<file path="src/rtl/rx_sync_fifo.sv">
module rx_sync_fifo #(
  parameter int          DEPTH   = 16,
  parameter logic [7:0]  SYNC_HI = 8'h2D,
  parameter logic [7:0]  SYNC_LO = 8'hD4,
  parameter logic [15:0] CMD_RST = 16'hCA80
) (
  input  logic        clk,
  input  logic        rst_n,
  input  logic        cfg_we,
  input  logic [15:0] cfg_data,
  input  logic        sync_we,
  input  logic [7:0]  sync_data,
  input  logic        bit_stb,
  input  logic        bit_in,
  input  logic        rd_stb,
  output logic [7:0]  rd_data,
  output logic        irq,
  output logic        filling,
  output logic        ovf
);
  localparam int AW = (DEPTH > 1) ? $clog2(DEPTH) : 1;
  localparam int CW = $clog2(DEPTH + 1);
  localparam int BW = $clog2(DEPTH * 8 + 1);
  localparam logic [7:0] PREFIX = CMD_RST[15:8];

  logic [7:0]    cmd;
  logic [7:0]    sync_lo;
  logic [15:0]   shreg;
  logic          locked;
  logic [6:0]    pk;
  logic [2:0]    pk_n;
  logic [7:0]    mem [DEPTH];
  logic [AW-1:0] wp, rp;
  logic [CW-1:0] cnt;

  wire [3:0]  lvl     = cmd[7:4];
  wire        one_b   = cmd[3];
  wire        alw     = cmd[2];
  wire        fill_en = cmd[1];
  wire        rx_en   = cmd[0];

  wire        cmd_ok  = cfg_we && (cfg_data[15:8] == PREFIX);
  wire        stb     = bit_stb && rx_en;
  wire [15:0] sh_nx   = {shreg[14:0], bit_in};
  wire        hit     = one_b ? (sh_nx[7:0] == sync_lo) : (sh_nx == {SYNC_HI, sync_lo});
  wire        full    = (cnt == CW'(DEPTH));
  wire        take    = stb && filling && !full;
  wire        push    = take && (pk_n == 3'd7);
  wire        pop     = rd_stb && (cnt != '0);
  wire [BW-1:0] bits  = (BW'(cnt) << 3) + BW'(pk_n);

  assign filling = fill_en && (alw || locked);
  assign irq     = bits >= BW'(lvl);
  assign rd_data = (cnt != '0) ? mem[rp] : 8'h00;

  always_ff @(posedge clk) begin
    if (!rst_n) begin
      cmd     <= CMD_RST[7:0];
      sync_lo <= SYNC_LO;
    end else begin
      if (cmd_ok)  cmd     <= cfg_data[7:0];
      if (sync_we) sync_lo <= sync_data;
    end
  end

  always_ff @(posedge clk) begin
    if (!rst_n) begin
      shreg  <= '0;
      locked <= 1'b0;
    end else begin
      if (stb) shreg <= sh_nx;
      if (cmd_ok)
        locked <= 1'b0;
      else if (stb && fill_en && !alw && !locked && hit)
        locked <= 1'b1;
    end
  end

  always_ff @(posedge clk) begin
    if (!rst_n) begin
      pk   <= '0;
      pk_n <= '0;
    end else if (cmd_ok && !cfg_data[1]) begin
      pk   <= '0;
      pk_n <= '0;
    end else if (take) begin
      pk   <= {pk[5:0], bit_in};
      pk_n <= pk_n + 3'd1;
    end
  end

  always_ff @(posedge clk) begin
    if (push) mem[wp] <= {pk, bit_in};
  end

  always_ff @(posedge clk) begin
    if (!rst_n) begin
      wp  <= '0;
      rp  <= '0;
      cnt <= '0;
      ovf <= 1'b0;
    end else begin
      if (push) wp <= (wp == AW'(DEPTH - 1)) ? '0 : wp + AW'(1);
      if (pop)  rp <= (rp == AW'(DEPTH - 1)) ? '0 : rp + AW'(1);
      cnt <= cnt + CW'(push) - CW'(pop);
      if (stb && filling && full) ovf <= 1'b1;
    end
  end

  AST_NO_OVERFLOW: assert property (@(posedge clk) disable iff (!rst_n)
    cnt <= CW'(DEPTH));
  AST_OVF_STICKY: assert property (@(posedge clk) disable iff (!rst_n)
    ovf |=> ovf);
  AST_IRQ_DROP: assert property (@(posedge clk) disable iff (!rst_n)
    $fell(irq) |-> $past(rd_stb || cfg_we));
  AST_LOCK_ON_STROBE: assert property (@(posedge clk) disable iff (!rst_n)
    $rose(locked) |-> $past(bit_stb && rx_en && fill_en));
  AST_EMPTY_READ: assert property (@(posedge clk) disable iff (!rst_n)
    (rd_stb && cnt == '0 && !bit_stb) |=> (cnt == '0));
  AST_BAD_PREFIX: assert property (@(posedge clk) disable iff (!rst_n)
    (cfg_we && cfg_data[15:8] != PREFIX) |=> $stable(cmd));
  AST_RX_OFF: assert property (@(posedge clk) disable iff (!rst_n)
    (bit_stb && !rx_en && !cfg_we) |=> $stable(pk_n));
endmodule

</file>
<file path="config.mk">
export PLATFORM = sky130hd
export DESIGN_NAME = rx_sync_fifo
export DESIGN_NICKNAME = d
export VERILOG_FILES = /design/src/rtl/rx_sync_fifo.sv
export SDC_FILE = /design/constraint.sdc
export NUM_CORES = 1
export LEC_CHECK = 0
export BUFFER_PORTS_ARGS = -buffer_cell sky130_fd_sc_hd__buf_2
export CORE_MARGIN = 2
export CORE_UTILIZATION = 57
export CTS_BUF_LIST = sky130_fd_sc_hd__clkbuf_2 sky130_fd_sc_hd__clkbuf_4 sky130_fd_sc_hd__clkbuf_8
export DETAILED_ROUTE_END_ITERATION = 7
export PLACE_DENSITY = 0.78
export SLEW_MARGIN = 20
export SYNTH_ARGS = -nofsm -noshare
export SYNTH_HDL_FRONTEND = slang
export SYNTH_SLANG_ARGS = --single-unit
</file>
<file path="constraint.sdc">
create_clock -name clk -period 2.63 [get_ports clk]
set_input_delay 0.526 -clock clk [delete_from_list [all_inputs] [get_ports clk]]
set_output_delay 0.526 -clock clk [all_outputs]
set_load 0.05 [all_outputs]
</file>
==> flow_summary.json <==
{
  "grt_pass1_wl_mm": 23.9,
  "nNetsFinal": 620,
  "max_freq_mhz": 370,
  "cp.required_ns": 2.10,
  "p_leak_nw": 3.22,
  "cts_buffer_depth": 2,
  "multiInputGateArea_mm2": 0.00267,
  "placed_area_mm2": 0.00829,
  "first_global_vias": 4529,
  "start_util_pct": 58.9,
  "root_buffer": "clkbuf_8",
  "fin_area_mm2": 0.00889,
  "drc_errors": 0,
  "dpl_worst_slack_ns": -0.0495,
  "violations": "negative setup slack",
  "drive_above_1_share_pct": 26.5,
  "gp_congestion": 0.752,
  "die_w_um": 121,
  "skew_ns": 0.0124,
  "synth_nets": 562,
  "clkTransAtPathRegs_ns": 0.08,
  "final_common_cell": "edfxtp_1",
  "critPathKind": "flip-flop to output port",
  "finalCritPeriodShare_pct": 103,
  "async_flop_share_pct": 0,
  "core_mm2": 0.0133,
  "io_pins": 42,
  "hold_class": "input pin to flip-flop",
  "cp_num_buf_inv": 3,
  "final-instance-count-excl-fill": 754,
  "hold-worst-slack_ns": 0.275,
  "insertion_delay_ns": 0.46,
  "finalMaxSlewViolations": 0,
  "dieArea_mm2": 0.0148,
  "drt_first_pass_iters": 4,
  "syn-cell-area_mm2": 0.00787,
  "grt_max_degree": 33,
  "cts_tree": "yes",
  "gr-total-overflow": 0,
  "wire_per_inst_um": 19.7,
  "ys_types": 55,
  "layout_common_cells": "edfxtp_1 (128), dfxtp_1 (57), nand2_1 (44)",
  "n_antenna_cell": 0,
  "yosys_warnings": 0,
  "maxCapViolations": 0,
  "ant_nets": 0,
  "cp_top_family": "multiplexers",
  "setup_violations": 8,
  "htreeDepth": 4,
  "powerDensity_mw_per_mm2": 721,
  "finalPower_mw": 6.41,
  "place.port_buffers": 41,
  "antenna_found_initial": 0,
  "syn_to_final_growth_pct": 13.1,
  "ir_worst_vdd_v": 0.000374,
  "outcome": "complete, but fails checks",
  "end_kind": "output port",
  "dp.cells": 713,
  "num_vias": 4308,
  "ys_ff_latch": 188,
  "critical_path.slowest_cell": "mux4_2",
  "rsz0062_at_grt": "true",
  "cts_made_buffers": 17,
  "synth_ff_type": "edfxtp_1",
  "routed_wl_mm": 14.8,
  "timing.final.hold_violations": 0,
  "syn_inst": 509,
  "drtIter0Drc": 353,
  "dp.final_hpwl_mm": 9.23,
  "cp_cell_sequence": "buf_6 -> buf_16 -> mux4_2 -> mux2i_2 -> o22ai_1 -> buf_4",
  "seqCellArea_mm2": 0.00505,
  "grt_usage_pct": 22.0,
  "worst_slew_pin_slew_ns": 0.725,
  "num-fill-cells": 915,
  "die_h_um": 121,
  "crit_path_max_fanout": 8,
  "routed_via_density": 5.71,
  "synth_edf_count": 128,
  "crit_path_start_kind": "flip-flop",
  "setup_slack_ns": -0.0717,
  "ys_seq_area_share_pct": 64.1,
  "synth.avg_cell_area_um2": 15.5,
  "cts.sinks": 188,
  "rows": 42,
  "cpPeakStageDelay_ns": 0.54,
  "period_minus_slack_ns": 2.70,
  "critPathArrivalTime_ns": 2.18,
  "slew_headroom_pct": 51.6
}
[timing repair]
| item | 4_1_cts | 5_1_grt |
|---|---|---|
| setup endpoints to repair | 10 | 10 |
| hold endpoints to repair | 0 | 0 |
| gates cloned | 3 | 0 |
| pin swaps | 10 | 5 |
| setup buffers | 8 | 0 |
| hold buffers | 0 | 0 |
| gates resized for setup | 52 | 8 |
[synthesized netlist by cell type (6+ instances only)]
cell / count / share of area, %
and2_1: 13 / 1.0
mux2i_1: 40 / 5.1
ha_1: 21 / 3.3
a21oi_1: 6 / 0.38
nor2_1: 13 / 0.62
inv_1: 17 / 0.81
o22ai_1: 8 / 0.64
nor2b_1: 11 / 0.88
edfxtp_1: 128 / 49
clkbuf_1: 10 / 0.48
buf_2: 7 / 0.45
a21boi_0: 18 / 1.7
o21ai_0: 6 / 0.38
mux4_2: 10 / 2.9
xnor2_1: 11 / 1.2
mux4_1: 22 / 7.3
nand2_1: 46 / 2.2
dfxtp_1: 60 / 15
[worst min-delay path: cells and delay by family]
| family | cells | cell delay (ns) |
|---|---|---|
| muxes | 1 | 0.05 |
| buffers and inverters | 1 | 0.08 |
| and+or+nand+nor | 1 | 0.05 |
[cells by family after synthesis]
| kind of cell | count (synthesis) | synth area share [%] |
|---|---|---|
| AO/OA/AOI/OAI | 49 | 4.33 |
| adder cells (fa/ha/maj) | 22 | 3.60 |
| buffers and inverters | 44 | 2.96 |
| multiplexers | 72 | 15.3 |
| AND/OR/NAND/NOR | 123 | 8.45 |
| XOR/XNOR | 11 | 1.22 |
| flip-flops | 188 | 64.1 |
[final timing paths]
path	from	end	slack, ns	cells after the start
min	cfg_data[7]	cmd[7]	0.28	3
min reg2reg	shreg[8]	shreg[8]	0.48	2
max reg2reg	cnt[2]	cnt[4]	0.03	13
max	flip-flop	rd_data[6]	-0.07	6
[registers in the layout (all words and copies together), names as in the netlist, named ones only]
| signal | count |
|---|---|
| cmd | 8 |
| cnt | 5 |
| locked | 1 |
| mem | 128 |
| ovf | 1 |
| pk | 7 |
| pk_n | 3 |
| rp | 4 |
| shreg | 15 |
| sync_lo | 8 |
| wp | 4 |
[routing by layer]
metal  share of wire, %  up-vias  global-route usage [%]
met1                 41     2117                    27.1
met2                 52      144                    38.7
met4                2.4        0                    8.76
met5                  0        -                       0
met3                5.0       25                    3.99
li1                   -     2022                       -
[power breakdown]
part	internal, mW	total [mW]	switching [mW]
sequential	3.18	3.24	0.0578
combinational	0.681	1.39	0.711
clock	0.864	1.78	0.920
total	4.72	6.41	1.69
[metrics by stage]
stage                     TNS (ns)  util [%]
after detailed placement   -0.0495      62.1
after floorplan                  0         -
after global routing        -0.919      66.6
final                       -0.301      66.6
after global placement           0      62.1
after CTS                   -0.514      66.4
[layout make-up]
| class | count | area share, % |
|---|---|---|
| clock inverter | 9 | 1.11 |
| sequential | 188 | 56.8 |
| multi-input combinational | 277 | 30.0 |
| timing repair buffer | 65 | 5.84 |
| inverter | 18 | 0.760 |
| clock buffer | 21 | 2.97 |
| tap | 176 | 2.48 |
(Power assumes the default switching activity.)
